## src/rtl/cidle_pkg.sv

```systemverilog
package cidle_pkg;

  typedef logic [2:0] lvl_t;

  localparam lvl_t LV_C0  = 3'd0;
  localparam lvl_t LV_C1  = 3'd1;
  localparam lvl_t LV_C1E = 3'd2;
  localparam lvl_t LV_C3  = 3'd3;
  localparam lvl_t LV_C6  = 3'd4;

  // Strobes from the sequencer to the datapath.
  typedef struct packed {
    logic setFlush;
    logic clrFlush;
    logic setSave;
    logic clrSave;
    logic setStop;
    logic clrStop;
    logic setOff;
    logic clrOff;
    logic setRest;
    logic clrRest;
    logic loadLvl;
    logic clrLvl;
    logic clrPend;
    logic inEntry;
    logic snoopOk;
  } strobe_t;

  typedef enum logic [3:0] {
    S_ACT, S_LIGHT, S_FLUSH, S_SAVE, S_STOP, S_OFF,
    S_C3, S_C6, S_PWRUP, S_CLKRUN, S_RESTORE
  } seq_e;

endpackage

```

## src/rtl/cidle_thread_slot.sv

```systemverilog
module cidle_thread_slot
  import cidle_pkg::*;
(
  input  logic clk,
  input  logic rstN,
  input  logic reqValid,
  input  lvl_t reqLevel,
  input  logic reqViaWait,
  input  logic irq,
  input  logic monHit,
  output lvl_t level,
  output logic awake
);

  lvl_t levelQ;
  logic viaWaitQ;
  logic wakeNow;
  lvl_t reqClamped;

  assign wakeNow    = irq | (monHit & viaWaitQ);
  assign reqClamped = (reqLevel > LV_C6) ? LV_C6 : reqLevel;

  always_ff @(posedge clk or negedge rstN) begin
    if (!rstN) begin
      levelQ   <= LV_C0;
      viaWaitQ <= 1'b0;
    end else if (wakeNow) begin
      levelQ   <= LV_C0;
      viaWaitQ <= 1'b0;
    end else if (reqValid && levelQ == LV_C0 && reqClamped != LV_C0) begin
      levelQ   <= reqClamped;
      viaWaitQ <= reqViaWait;
    end
  end

  assign level = levelQ;
  assign awake = (levelQ == LV_C0);


  no_stray_monitor_wake_chk: assert property (@(posedge clk) disable iff (!rstN)
    (levelQ != LV_C0 && !viaWaitQ && !irq) |=> (levelQ == $past(levelQ)));


  irq_wakes_thread_chk: assert property (@(posedge clk) disable iff (!rstN)
    irq |=> (levelQ == LV_C0));

endmodule

```

## src/rtl/cidle_datapath.sv

```systemverilog
module cidle_datapath
  import cidle_pkg::*;
#(
  parameter int NUM_THREADS = 2
) (
  input  logic                     clk,
  input  logic                     rstN,
  input  logic [NUM_THREADS-1:0]   idleReq,
  input  logic [3*NUM_THREADS-1:0] idleLevel,
  input  logic [NUM_THREADS-1:0]   idleViaWait,
  input  logic [NUM_THREADS-1:0]   irq,
  input  logic [NUM_THREADS-1:0]   monHit,
  input  logic                     snoopValid,
  input  strobe_t                  stb,
  output lvl_t                     target,
  output logic                     wakeSeen,
  output lvl_t                     coreState,
  output logic [NUM_THREADS-1:0]   threadAwake,
  output logic                     snoopAck,
  output logic                     flushReq,
  output logic                     clkStop,
  output logic                     saveReq,
  output logic                     pwrOff,
  output logic                     restoreReq
);

  lvl_t levels [NUM_THREADS];

  for (genvar t = 0; t < NUM_THREADS; t++) begin : g_thread
    cidle_thread_slot u_slot (
      .clk       (clk),
      .rstN      (rstN),
      .reqValid  (idleReq[t]),
      .reqLevel  (idleLevel[3*t +: 3]),
      .reqViaWait(idleViaWait[t]),
      .irq       (irq[t]),
      .monHit    (monHit[t]),
      .level     (levels[t]),
      .awake     (threadAwake[t])
    );
  end

  // Shallowest requested level wins.
  always_comb begin
    target = LV_C6;
    for (int t = 0; t < NUM_THREADS; t++) begin
      if (levels[t] < target) target = levels[t];
    end
  end

  logic pendQ, flushQ, saveQ, stopQ, offQ, restQ, snoopAckQ;
  lvl_t coreLvlQ;

  always_ff @(posedge clk or negedge rstN) begin
    if (!rstN) begin
      pendQ     <= 1'b0;
      flushQ    <= 1'b0;
      saveQ     <= 1'b0;
      stopQ     <= 1'b0;
      offQ      <= 1'b0;
      restQ     <= 1'b0;
      snoopAckQ <= 1'b0;
      coreLvlQ  <= LV_C0;
    end else begin
      if (stb.clrPend)                          pendQ <= 1'b0;
      else if (stb.inEntry && target == LV_C0)  pendQ <= 1'b1;

      if (stb.setFlush)      flushQ <= 1'b1;
      else if (stb.clrFlush) flushQ <= 1'b0;
      if (stb.setSave)       saveQ  <= 1'b1;
      else if (stb.clrSave)  saveQ  <= 1'b0;
      if (stb.setStop)       stopQ  <= 1'b1;
      else if (stb.clrStop)  stopQ  <= 1'b0;
      if (stb.setOff)        offQ   <= 1'b1;
      else if (stb.clrOff)   offQ   <= 1'b0;
      if (stb.setRest)       restQ  <= 1'b1;
      else if (stb.clrRest)  restQ  <= 1'b0;

      if (stb.loadLvl)       coreLvlQ <= target;
      else if (stb.clrLvl)   coreLvlQ <= LV_C0;

      snoopAckQ <= snoopValid & stb.snoopOk;
    end
  end

  assign wakeSeen   = pendQ | (target == LV_C0);
  assign coreState  = coreLvlQ;
  assign snoopAck   = snoopAckQ;
  assign flushReq   = flushQ;
  assign saveReq    = saveQ;
  assign clkStop    = stopQ;
  assign pwrOff     = offQ;
  assign restoreReq = restQ;


  resident_matches_min_chk: assert property (@(posedge clk) disable iff (!rstN)
    (coreLvlQ != LV_C0) |-> (target == coreLvlQ || target == LV_C0));


  entry_needs_all_idle_chk: assert property (@(posedge clk) disable iff (!rstN)
    $rose(flushQ) |-> ($past(target) != LV_C0));


  clock_after_flush_chk: assert property (@(posedge clk) disable iff (!rstN)
    $rose(stopQ) |-> (!flushQ && !saveQ));


  no_snoop_when_deep_chk: assert property (@(posedge clk) disable iff (!rstN)
    snoopAckQ |-> (coreLvlQ < LV_C3));


  power_after_clock_chk: assert property (@(posedge clk) disable iff (!rstN)
    $rose(offQ) |-> (stopQ && !saveQ));


  restore_after_power_chk: assert property (@(posedge clk) disable iff (!rstN)
    $rose(restQ) |-> (!offQ && !stopQ));

endmodule

```

## src/rtl/cidle_seq_ctrl.sv

```systemverilog
module cidle_seq_ctrl
  import cidle_pkg::*;
(
  input  logic    clk,
  input  logic    rstN,
  input  lvl_t    target,
  input  logic    wakeSeen,
  input  logic    flushDone,
  input  logic    saveDone,
  input  logic    clkStopped,
  input  logic    pwrGood,
  input  logic    restoreDone,
  output strobe_t stb
);

  seq_e st, nxt;
  logic goalC6Q, needRestQ;

  always_ff @(posedge clk or negedge rstN) begin
    if (!rstN) begin
      st        <= S_ACT;
      goalC6Q   <= 1'b0;
      needRestQ <= 1'b0;
    end else begin
      st <= nxt;
      if (st == S_ACT && target >= LV_C3) goalC6Q <= (target == LV_C6);
      if (st == S_ACT)                    needRestQ <= 1'b0;
      else if (st == S_OFF && !pwrGood)   needRestQ <= 1'b1;
    end
  end

  always_comb begin
    nxt = st;
    stb = '0;
    stb.inEntry = (st == S_FLUSH) || (st == S_SAVE) || (st == S_STOP) || (st == S_OFF);
    stb.snoopOk = (st == S_ACT) || (st == S_LIGHT);
    case (st)
      S_ACT: begin
        stb.clrPend = 1'b1;
        if (target != LV_C0) begin
          if (target <= LV_C1E) begin
            nxt = S_LIGHT;
            stb.loadLvl = 1'b1;
          end else begin
            nxt = S_FLUSH;
            stb.setFlush = 1'b1;
          end
        end
      end
      S_LIGHT: begin
        if (target == LV_C0) begin
          nxt = S_ACT;
          stb.clrLvl = 1'b1;
        end
      end
      S_FLUSH: begin
        if (flushDone) begin
          stb.clrFlush = 1'b1;
          if (wakeSeen) begin
            nxt = S_ACT;
          end else if (goalC6Q) begin
            nxt = S_SAVE;
            stb.setSave = 1'b1;
          end else begin
            nxt = S_STOP;
            stb.setStop = 1'b1;
          end
        end
      end
      S_SAVE: begin
        if (saveDone) begin
          stb.clrSave = 1'b1;
          if (wakeSeen) begin
            nxt = S_ACT;
          end else begin
            nxt = S_STOP;
            stb.setStop = 1'b1;
          end
        end
      end
      S_STOP: begin
        if (clkStopped) begin
          if (wakeSeen) begin
            nxt = S_CLKRUN;
            stb.clrStop = 1'b1;
          end else if (goalC6Q) begin
            nxt = S_OFF;
            stb.setOff = 1'b1;
          end else begin
            nxt = S_C3;
            stb.loadLvl = 1'b1;
          end
        end
      end
      S_OFF: begin
        if (!pwrGood) begin
          if (wakeSeen) begin
            nxt = S_PWRUP;
            stb.clrOff = 1'b1;
          end else begin
            nxt = S_C6;
            stb.loadLvl = 1'b1;
          end
        end
      end
      S_C3: begin
        if (target == LV_C0) begin
          nxt = S_CLKRUN;
          stb.clrStop = 1'b1;
          stb.clrLvl  = 1'b1;
        end
      end
      S_C6: begin
        if (target == LV_C0) begin
          nxt = S_PWRUP;
          stb.clrOff = 1'b1;
          stb.clrLvl = 1'b1;
        end
      end
      S_PWRUP: begin
        if (pwrGood) begin
          nxt = S_CLKRUN;
          stb.clrStop = 1'b1;
        end
      end
      S_CLKRUN: begin
        if (!clkStopped) begin
          if (needRestQ) begin
            nxt = S_RESTORE;
            stb.setRest = 1'b1;
          end else begin
            nxt = S_ACT;
          end
        end
      end
      S_RESTORE: begin
        if (restoreDone) begin
          nxt = S_ACT;
          stb.clrRest = 1'b1;
        end
      end
      default: nxt = S_ACT;
    endcase
  end


  flush_not_aborted_chk: assert property (@(posedge clk) disable iff (!rstN)
    (st == S_FLUSH && !flushDone) |=> (st == S_FLUSH));


  save_not_aborted_chk: assert property (@(posedge clk) disable iff (!rstN)
    (st == S_SAVE && !saveDone) |=> (st == S_SAVE));

endmodule

```

## src/rtl/core_idle_ctl.sv

```systemverilog
module core_idle_ctl
  import cidle_pkg::*;
#(
  parameter int NUM_THREADS = 2
) (
  input  logic                     clk,
  input  logic                     rstN,
  input  logic [NUM_THREADS-1:0]   idleReq,
  input  logic [3*NUM_THREADS-1:0] idleLevel,
  input  logic [NUM_THREADS-1:0]   idleViaWait,
  input  logic [NUM_THREADS-1:0]   irq,
  input  logic [NUM_THREADS-1:0]   monHit,
  input  logic                     snoopValid,
  input  logic                     flushDone,
  input  logic                     clkStopped,
  input  logic                     saveDone,
  input  logic                     pwrGood,
  input  logic                     restoreDone,
  output logic [2:0]               coreState,
  output logic [NUM_THREADS-1:0]   threadAwake,
  output logic                     snoopAck,
  output logic                     flushReq,
  output logic                     clkStop,
  output logic                     saveReq,
  output logic                     pwrOff,
  output logic                     restoreReq
);

  strobe_t stb;
  lvl_t    target;
  logic    wakeSeen;

  cidle_datapath #(.NUM_THREADS(NUM_THREADS)) u_dp (
    .clk        (clk),
    .rstN       (rstN),
    .idleReq    (idleReq),
    .idleLevel  (idleLevel),
    .idleViaWait(idleViaWait),
    .irq        (irq),
    .monHit     (monHit),
    .snoopValid (snoopValid),
    .stb        (stb),
    .target     (target),
    .wakeSeen   (wakeSeen),
    .coreState  (coreState),
    .threadAwake(threadAwake),
    .snoopAck   (snoopAck),
    .flushReq   (flushReq),
    .clkStop    (clkStop),
    .saveReq    (saveReq),
    .pwrOff     (pwrOff),
    .restoreReq (restoreReq)
  );

  cidle_seq_ctrl u_ctrl (
    .clk        (clk),
    .rstN       (rstN),
    .target     (target),
    .wakeSeen   (wakeSeen),
    .flushDone  (flushDone),
    .saveDone   (saveDone),
    .clkStopped (clkStopped),
    .pwrGood    (pwrGood),
    .restoreDone(restoreDone),
    .stb        (stb)
  );

endmodule

```

## config.mk

```make
export PLATFORM = sky130hd
export DESIGN_NAME = core_idle_ctl
export DESIGN_NICKNAME = d
export VERILOG_FILES = /design/src/rtl/cidle_pkg.sv /design/src/rtl/cidle_thread_slot.sv /design/src/rtl/cidle_datapath.sv /design/src/rtl/cidle_seq_ctrl.sv /design/src/rtl/core_idle_ctl.sv
export SDC_FILE = /design/constraint.sdc
export NUM_CORES = 1
export LEC_CHECK = 0
export ABC_AREA = 1
export BUFFER_PORTS_ARGS = -buffer_cell sky130_fd_sc_hd__buf_2
export CAP_MARGIN = 30
export CORE_ASPECT_RATIO = 1.75
export CORE_MARGIN = 2
export CORE_UTILIZATION = 55
export CTS_BUF_LIST = sky130_fd_sc_hd__clkbuf_8
export CTS_CLUSTER_SIZE = 10
export DETAILED_ROUTE_END_ITERATION = 10
export PLACE_DENSITY_LB_ADDON = 0.05
export SLEW_MARGIN = 0
export SYNTH_ARGS = -nofsm -noshare
export SYNTH_HDL_FRONTEND = slang
export SYNTH_HIERARCHICAL = 1
export SYNTH_SLANG_ARGS = --single-unit
```

## constraint.sdc

```tcl
create_clock -name clk -period 2.75 [get_ports clk]
set_input_delay 0.55 -clock clk [delete_from_list [all_inputs] [get_ports clk]]
set_output_delay 0.55 -clock clk [all_outputs]
set_load 0.03 [all_outputs]
```

==> results of run 1 <==
[cells by family after synthesis]
group,after synthesis
AND/OR/NAND/NOR,161
buffers and inverters,50
flip-flops,24
AO/OA/AOI/OAI,22
adder cells (fa/ha/maj),3
[cell usage in the layout, fill, tap and decap left out, types with 4 or more instances in the layout]
| master | count |
|---|---|
| nand2_2 | 7 |
| nor2_1 | 29 |
| inv_1 | 45 |
| nand3_1 | 39 |
| nor2_4 | 4 |
| o21bai_1 | 6 |
| buf_2 | 32 |
| dfrtp_1 | 24 |
| nand2_1 | 67 |
| nor2_2 | 8 |
[per-layer routing]
| layer | vias to the layer above | routed length, um |
|---|---|---|
| li1 | 888 | - |
| met1 | 786 | 1480 |
| met2 | 56 | 2350 |
| met3 | 20 | 147 |
| met4 | 0 | 170 |
| met5 | - | 0 |
[power by group]
part	internal [mW]	leakage [nW]	switching (mW)
Combinational	0.245	0.807	0.554
Sequential	0.433	0.314	0.0722
Clock	0.0979	0.0216	0.112
[state kept, by name (all words and copies together), names as in the netlist]
register,count
u_ctrl/goalC6Q,1
u_ctrl/needRestQ,1
u_ctrl/st,4
u_dp/clkStop,1
u_dp/coreState,3
u_dp/flushReq,1
u_dp/g_thread.u_slot/level,6
u_dp/g_thread.u_slot/viaWaitQ,2
u_dp/pendQ,1
u_dp/pwrOff,1
u_dp/restoreReq,1
u_dp/saveReq,1
u_dp/snoopAck,1
[stage by stage]
step | hold slack [ns] | util (%) | worst slack (ns) | total power, mW | area (um2)
4_1_cts | 0.281 | 66.4 | 0.215 | 1.51 | 1970
3_3_place_gp | 0.490 | 65.0 | 0.334 | 1.28 | 1930
3_5_place_dp | 0.498 | 65.0 | 0.230 | 1.29 | 1930
6_report | 0.257 | 66.8 | 0.231 | 1.51 | 1980
5_1_grt | 0.302 | 66.8 | 0.0212 | 1.64 | 1980
2_1_floorplan | 0.254 | - | 0.514 | 1.09 | 1720
[worst max path at each step]
stage / end / slack [ns] / cells past startpoint
2_1_floorplan: u_dp/coreState[0]$_DFFE_PN0P_ / 0.51 / 15
3_3_place_gp: u_dp/coreState[1]$_DFFE_PN0P_ / 0.33 / 16
3_5_place_dp: u_dp/coreState[2]$_DFFE_PN0P_ / 0.23 / 16
4_1_cts: u_dp/coreState[2]$_DFFE_PN0P_ / 0.21 / 16
5_1_grt: u_dp/coreState[2]$_DFFE_PN0P_ / 0.02 / 15
6_report: u_dp/coreState[0]$_DFFE_PN0P_ / 0.23 / 15
[area by class of cell]
cell class,count,area share (%)
multi-input combinational,186,47.5
sequential,24,30.4
inverter,49,9.30
timing repair buffer,32,8.10
tap,42,2.66
clock buffer,3,2.09
==> impl_metrics.py, run 1 <==
metrics = {
    "timing": {
        "rsz0062_at_grt": "false",
        "worst_slew_pin_slew_ns": 0.539,
        "final_hold_viol_count": 0,
        "min_period_over_period_pct": 91.6,
        "setup_tns_ns": 0,
        "finalClockSkew_ns": 0.00412,
        "fmax_mhz": 397,
        "setup_viol": 0,
        "slew_viol_final": 0,
        "max-slew-margin-rel_pct": 64.1,
        "period_needed_ns": 2.52,
    },
    "finish": {
        "layout.nets": 321,
        "n_fill_cell": 294,
        "syn2layout_area_growth_pct": 14.9,
        "n_antenna_cell": 0,
        "regArea_um2": 601,
        "multiInputGateArea_um2": 938,
        "drive_gt1_share_pct": 21.4,
        "finalNonFillerCells": 336,
    },
    "place": {
        "hpwlAfterDp_um": 3360,
        "dp_cells": 333,
        "portBuffers": 32,
        "routabilityCongestion": 0.990,
    },
    "worst_setup_path": {
        "cp_top_family": "simple AND/OR/NAND/NOR gates",
        "end_kind": "register",
        "r2r_end": "u_dp/coreState[0]$_DFFE_PN0P_",
        "startpoint_type": "register",
        "path_class": "reg2reg",
        "r2r_setup_slack_ns": 0.23,
        "r2r-start": "u_dp/g_thread[0].u_slot/level[2]$_DFFE_PN0P_",
        "crit_path_frequent_cell": "nand2_2",
        "crit_chain": "inv_2, nand2_1, ha_1, nand2_1, clkinv_1, nand2_2, nand3_1, nand2_2, nand3_2, nand2_2, nor2_1, nand3_1, o221ai_1, or2_2, o22ai_1",
        "cp_max_fo": 6,
        "critPathBufInv": 2,
        "crit_path_top_delay_cell": "dfrtp_1",
        "startpoint": "u_dp/g_thread[0].u_slot/level[2]$_DFFE_PN0P_",
        "rr_worst_depth": 15,
        "cp.arrival_ns": 2.71,
        "crit_required_ns": 2.94,
        "max_stage_delay_ns": 0.42,
    },
    "global_routing": {
        "grt_max_degree": 25,
        "grt_pass1_wl_um": 7170,
        "busiest_layer": "met2",
        "grtUsageMet1_pct": 27.0,
        "grt_util_met3_pct": 2.79,
        "grt_use_total_pct": 26.9,
        "met2_usage_pct": 50.1,
        "grt_overflow": 0,
        "antenna_found_initial": 0,
        "grt_pass1_vias": 1736,
    },
    "cts": {
        "ctsResizeCount": 0,
        "cts_tree": "built",
        "insertion_delay_ns": 0.26,
        "cts-hold-fix-buffers": 0,
        "cts_buffers": 3,
        "path_clk_slew_ns": 0.09,
        "root_buffer": "clkbuf_8",
        "htreeDepth": 1,
        "post_cts_buffers": 0,
        "clock_sinks": 24,
        "clockBufferDepth": 2,
    },
    "pwr": {
        "p_per_area_nw_per_um2": 766,
        "leakage_nw": 1.14,
        "irDropWorstVdd_v": 0.000522,
    },
    "synthesis": {
        "async_reset_ff_share_pct": 100,
        "syn_inst": 260,
        "yosys_warnings": 6,
        "ys_seq_area_share_pct": 34.9,
        "synthTopCellsByCount": "nand2_1, inv_1, nand3_1",
        "yosysMostFrequentCell": "nand2_1",
        "synth-edff-count": 0,
        "ys_ff_latch": 24,
        "synth.area.top_cells": "dfrtp_1, nand2_1, nand3_1",
        "synth_top_area_share_pct": 34.9,
        "synth-compound-area-share_pct": 8.80,
        "avgSynthCellArea_um2": 6.62,
        "muxShareOfSynthArea_pct": 0,
        "synth_flop_cell": "dfrtp_1",
        "synth_top_family_by_area": "simple AND/OR/NAND/NOR gates",
        "yosys.area_share.simple_pct": 43.0,
        "synth_area_um2": 1720,
        "synth_cell_types": 26,
        "yosysTopAreaCell": "dfrtp_1",
        "synth_fa_ha_area_share_pct": 2.18,
        "synth_xor_area_share_pct": 0,
        "syn_nets": 285,
    },
    "drt": {
        "drtIter0Drc": 70,
        "wirelength_um": 4150,
        "drt_pass1_iterations": 4,
        "vias": 1750,
        "antenna_left": 0,
        "viasPerCell": 5.21,
        "drc": 0,
        "drt-wirelength-per-cell_um": 12.4,
    },
    "die": {
        "core_um2": 2960,
        "dieWidth_um": 46.3,
        "dieArea_um2": 3610,
        "row_count": 26,
        "initial_core_util_pct": 58.1,
        "dieHeight_um": 78.0,
        "ioPinCount": 33,
    },
    "run_status": {
        "outcome": "complete, no violations",
    },
    "worst_hold_path": {
        "hold_path_class": "in2async",
    },
    "job": {
        "drv_cap": 0,
    },
}
(Power assumes the default switching activity.)
==> run 2, diff against run 1 <==
Settings changed: ABC_AREA 1 to unset.
==> impl_metrics.py, run 2 <==
metrics = {
    "synthesis": {
        "synth.area.top_cells": "dfrtp_1, nand2_1, a21oi_1",
        "syn_inst": 183,
        "async_reset_ff_share_pct": 100,
        "yosysTopAreaCell": "dfrtp_1",
        "synth_cell_types": 54,
        "ys_ff_latch": 24,
        "synth_top_area_share_pct": 36.5,
        "synth_flop_cell": "dfrtp_1",
        "ys_seq_area_share_pct": 36.5,
        "syn_nets": 208,
        "yosys_warnings": 6,
        "yosysMostFrequentCell": "dfrtp_1",
        "synth-edff-count": 0,
        "synth_area_um2": 1650,
        "synthTopCellsByCount": "dfrtp_1, nand2_1, inv_1",
        "avgSynthCellArea_um2": 9.00,
    },
    "drt": {
        "viasPerCell": 6.18,
        "drc": 0,
        "drt_pass1_iterations": 4,
        "vias": 1539,
        "wirelength_um": 3910,
        "drt-wirelength-per-cell_um": 15.7,
        "drtIter0Drc": 18,
        "antenna_left": 0,
    },
    "finish": {
        "largest_register_ffs": 6,
        "n_fill_cell": 268,
        "n_antenna_cell": 0,
        "drive_gt1_share_pct": 30.3,
        "final_common_cell": "buf_2",
        "layout.nets": 247,
        "syn2layout_area_growth_pct": 19.6,
        "final_util_pct": 68.0,
        "final_cell_mix": "buf_2, dfrtp_1, nand2_1",
    },
    "global_routing": {
        "grt_overflow": 0,
        "grt_max_degree": 25,
        "grt_use_total_pct": 25.4,
        "grt_pass1_wl_um": 6640,
        "antenna_found_initial": 0,
        "grt_pass1_vias": 1516,
    },
    "cts": {
        "insertion_delay_ns": 0.27,
        "post_cts_buffers": 0,
        "cts_tree": "built",
        "root_buffer": "clkbuf_8",
        "clockBufferDepth": 2,
        "clock_sinks": 24,
        "cts_buffers": 3,
        "htreeDepth": 1,
        "path_clk_slew_ns": 0.08,
    },
    "die": {
        "initial_core_util_pct": 56.9,
        "dieArea_um2": 3460,
        "ioPinCount": 33,
        "core_um2": 2900,
        "row_count": 26,
        "dieWidth_um": 45.4,
        "dieHeight_um": 76.4,
    },
    "timing": {
        "fmax_mhz": 387,
        "final_hold_viol_count": 0,
        "max-slew-margin-rel_pct": 64.4,
        "min_period_over_period_pct": 93.9,
        "setup_viol": 0,
        "setup_tns_ns": 0,
        "rsz0062_at_grt": "false",
        "period_needed_ns": 2.58,
        "slew_viol_final": 0,
        "worst_slew_pin_slew_ns": 0.535,
        "finalClockSkew_ns": 0.00371,
        "whs_ns": 0.253,
    },
    "worst_setup_path": {
        "rr_worst_depth": 11,
        "critPathBufInv": 2,
        "path_class": "reg2reg",
        "cp_max_fo": 6,
        "r2r-start": "u_dp/g_thread[0].u_slot/level[2]$_DFFE_PN0P_",
        "r2r_setup_slack_ns": 0.17,
        "cp_top_family": "compound AO/OA/AOI/OAI gates",
        "startpoint": "u_dp/g_thread[0].u_slot/level[2]$_DFFE_PN0P_",
        "cp.arrival_ns": 2.73,
        "max_stage_delay_ns": 0.38,
        "crit_path_top_delay_cell": "dfrtp_1",
        "crit_end": "u_ctrl/st[0]$_DFFE_PN0P_",
        "end_kind": "register",
        "crit_required_ns": 2.90,
        "crit_chain": "inv_1, nand2_1, ha_1, a211oi_2, o32ai_2, buf_4, nor3_4, xor2_1, a21oi_2, nand3_2, mux2_1",
        "r2r_end": "u_ctrl/st[0]$_DFFE_PN0P_",
        "crit_cells": 11,
        "startpoint_type": "register",
    },
    "pwr": {
        "irDropWorstVdd_v": 0.000417,
        "total_power_mw": 1.22,
        "p_per_area_nw_per_um2": 617,
        "leakage_nw": 0.912,
    },
    "place": {
        "hpwlAfterDp_um": 3080,
        "portBuffers": 32,
        "routabilityCongestion": 0.855,
    },
    "run_status": {
        "outcome": "complete, no violations",
    },
    "job": {
        "drv_cap": 0,
    },
    "worst_hold_path": {
        "hold_path_class": "in2async",
    },
}
[run 2: how the worst min path moves through the flow]
stage / startpoint / end / slack (ns) / cells after the start
detailed placement: u_dp/pwrOff$_DFFE_PN0P_ / u_dp/pwrOff$_DFFE_PN0P_ / 0.46 / 1
floorplan: rstN / u_ctrl/goalC6Q$_DFFE_PN0P_ / 0.25 / 0
finish: rstN / u_dp/g_thread[1].u_slot/viaWaitQ$_DFFE_PN0P_ / 0.25 / 1
CTS: rstN / u_dp/g_thread[1].u_slot/viaWaitQ$_DFFE_PN0P_ / 0.27 / 1
global placement: u_dp/pwrOff$_DFFE_PN0P_ / u_dp/pwrOff$_DFFE_PN0P_ / 0.46 / 1
global route: rstN / u_dp/pwrOff$_DFFE_PN0P_ / 0.30 / 1
[run 2: layer usage]
metal | vias to the layer above | track usage [%] | part of all wire, %
li1 | 741 | - | -
met1 | 746 | 26.5 | 36
met2 | 40 | 46.1 | 58
met3 | 12 | 2.37 | 2.4
met4 | 0 | 13.5 | 3.4
met5 | - | 0 | 0
[run 2: final cells by class]
cell class | count | area, um2 | area share [%]
Tap cell | 28 | 35.0 | 1.78
Timing Repair Buffer | 41 | 228 | 11.6
Multi-Input combinational cell | 138 | 998 | 50.7
Clock buffer | 4 | 55.1 | 2.80
Sequential cell | 24 | 601 | 30.5
Inverter | 14 | 52.6 | 2.67
[run 2: logic make-up (layout without fill, tap and decap cells)]
logic type,after synthesis,count (layout),share of synthesized area [%]
AO/OA/AOI/OAI,53,53,24.2
XOR/XNOR,2,2,1.06
adder cells (fa/ha/maj),3,3,2.28
buffers and inverters,21,59,5.85
flip-flops,24,24,36.5
multiplexers,5,5,3.19
AND/OR/NAND/NOR,75,75,27.0
[run 2: stage by stage]
| stage | setup slack, ns | cell area [um2] | instances |
|---|---|---|---|
| finish | 0.168 | 1970 | 249 |
| CTS | 0.0354 | 1920 | 249 |
| global route | 0.00971 | 1970 | 249 |
| detailed placement | 0.0615 | 1870 | 245 |
| floorplan | 0.0582 | 1650 | 183 |
| global placement | 0.134 | 1870 | 245 |
[run 2: what timing repair did]
item / 4_1_cts / 5_1_grt
endpoints found under the setup margin: 0 / 7
hold buffers: 0 / 0
hold endpoints to repair: 0 / 0
resized for setup: 0 / 8
[run 2: power by group]
part	total, mW	internal, mW	switching (mW)
combinational	0.523	0.214	0.309
clock	0.237	0.128	0.109
sequential	0.456	0.395	0.0608
total	1.22	0.737	0.479
==> run 3, diff against run 2 <==
Settings changed: CORE_UTILIZATION 55 to 38.
==> impl_metrics.py, run 3 (synthesis gave the netlist of run 2 again) <==
metrics = {
    "drt": {
        "viasPerCell": 5.64,
        "wirelength_um": 4270,
        "antenna_left": 0,
        "drt_pass1_iterations": 4,
        "drc": 0,
        "drt-wirelength-per-cell_um": 15.7,
        "drtIter0Drc": 27,
        "vias": 1529,
    },
    "timing": {
        "slew_viol_final": 0,
        "final_hold_viol_count": 0,
        "finalClockSkew_ns": 0.00303,
        "worst_slew_pin_slew_ns": 0.560,
        "setup_viol": 0,
        "max-slew-margin-rel_pct": 62.7,
        "min_period_over_period_pct": 96.1,
        "setup_tns_ns": 0,
        "period_needed_ns": 2.64,
        "fmax_mhz": 378,
        "finalWorstSetupSlack_ns": 0.107,
    },
    "pwr": {
        "leakage_nw": 0.914,
        "p_per_area_nw_per_um2": 594,
        "irDropWorstVdd_v": 0.000348,
    },
    "place": {
        "hpwlAfterDp_um": 3370,
        "portBuffers": 32,
        "dp_slack_ns": 0.0557,
        "routabilityCongestion": 0.874,
        "dpl_cell_area_um2": 1900,
    },
    "worst_setup_path": {
        "startpoint_type": "register",
        "crit_required_ns": 2.89,
        "crit_path_top_delay_cell": "dfrtp_1",
        "max_stage_delay_ns": 0.38,
        "cp_top_family": "compound AO/OA/AOI/OAI gates",
        "end_kind": "register",
        "cp.arrival_ns": 2.79,
        "crit_chain": "inv_1, nand2_1, ha_1, a211oi_2, o32ai_2, buf_4, nor3_4, xor2_1, a21oi_1, nand3_2, mux2_1",
        "critPathBufInv": 2,
        "path_class": "reg2reg",
        "cp_max_fo": 6,
    },
    "die": {
        "row_count": 31,
        "ioPinCount": 33,
        "dieHeight_um": 91.1,
        "dieWidth_um": 53.8,
        "initial_core_util_pct": 39.7,
        "core_um2": 4150,
        "dieArea_um2": 4900,
    },
    "finish": {
        "n_antenna_cell": 0,
        "postLayoutCellArea_um2": 1990,
        "n_fill_cell": 421,
        "final_util_pct": 48.0,
        "syn2layout_area_growth_pct": 21.0,
        "final_cell_mix": "buf_2, dfrtp_1, nand2_1",
        "multiInputGateArea_um2": 995,
        "regArea_um2": 601,
        "drive_gt1_share_pct": 30.2,
        "largest_register_ffs": 6,
        "final_common_cell": "buf_2",
        "layout.nets": 249,
    },
    "worst_hold_path": {
        "hold_path_class": "in2async",
    },
    "global_routing": {
        "grt_use_total_pct": 19.2,
        "grt_pass1_vias": 1537,
        "grt_pass1_wl_um": 7070,
        "grt_max_degree": 25,
        "antenna_found_initial": 0,
        "grt_overflow": 0,
    },
    "cts": {
        "cts_tree": "built",
        "insertion_delay_ns": 0.26,
        "root_buffer": "clkbuf_8",
        "cts_buffers": 3,
        "path_clk_slew_ns": 0.08,
        "clock_sinks": 24,
        "clockBufferDepth": 2,
        "htreeDepth": 1,
        "cts-hold-fix-buffers": 0,
    },
    "run_status": {
        "outcome": "complete, no violations",
    },
    "job": {
        "drv_cap": 0,
    },
}
run 3: layer usage:
metal,vias up,GRT usage [%],part of all wire (%)
met3,6,1.48,2.1
met4,0,7.05,1.7
met2,23,36.8,59
met1,759,19.8,37
li1,741,-,-
met5,-,0,0
run 3: timing repair:
action                                  in CTS  in global routing
endpoints found under the setup margin       0                  7
resized for setup                            0                  7
buffers inserted                             0                  1
run 3: worst reg2reg max path: cells and delay by family, from the launching register on:
| kind | cells | cell delay (ns) |
|---|---|---|
| compound gates | 3 | 0.56 |
| xor+xnor | 1 | 0.10 |
| fa+ha+maj | 1 | 0.35 |
| buf+inv | 2 | 0.30 |
| flops | 1 | 0.38 |
| mux | 1 | 0.35 |
| simple gates | 3 | 0.49 |
run 3: where the power goes:
group	switching, mW	internal (mW)
clock network	0.105	0.0977
logic	0.307	0.216
registers	0.0642	0.395
total	0.476	0.709
run 3: through the flow:
stage | std cells | hold slack, ns | power (mW)
after detailed placement | 267 | 0.464 | 0.963
after floorplan | 183 | 0.254 | 0.821
final | 271 | 0.269 | 1.18
after global placement | 267 | 0.459 | 0.957
after CTS | 270 | 0.285 | 1.17
after global routing | 271 | 0.310 | 1.28
run 3: final cells by class:
| class | instances | share of cell area (%) |
|---|---|---|
| Multi-Input combinational cell | 138 | 49.9 |
| Sequential cell | 24 | 30.1 |
| Tap cell | 49 | 3.08 |
| Timing Repair Buffer | 43 | 12.2 |
| Inverter | 14 | 2.64 |
| Clock buffer | 3 | 2.07 |
run 3: worst paths after layout:
kind | start | to | slack [ns] | cells past startpoint
setup / recovery | u_dp/g_thread[0].u_slot/level[2]$_DFFE_PN0P_ | u_ctrl/st[1]$_DFFE_PN0P_ | 0.11 | 11
hold / removal | rstN | u_dp/g_thread[1].u_slot/viaWaitQ$_DFFE_PN0P_ | 0.27 | 1
setup reg to reg | u_dp/g_thread[0].u_slot/level[2]$_DFFE_PN0P_ | u_ctrl/st[1]$_DFFE_PN0P_ | 0.11 | 11
hold reg to reg | u_dp/saveReq$_DFFE_PN0P_ | u_dp/saveReq$_DFFE_PN0P_ | 0.48 | 1
max in group asynchronous | rstN | u_dp/g_thread[0].u_slot/level[0]$_DFFE_PN0P_ | 2.11 | 1
min in group clk | u_dp/saveReq$_DFFE_PN0P_ | u_dp/saveReq$_DFFE_PN0P_ | 0.48 | 1
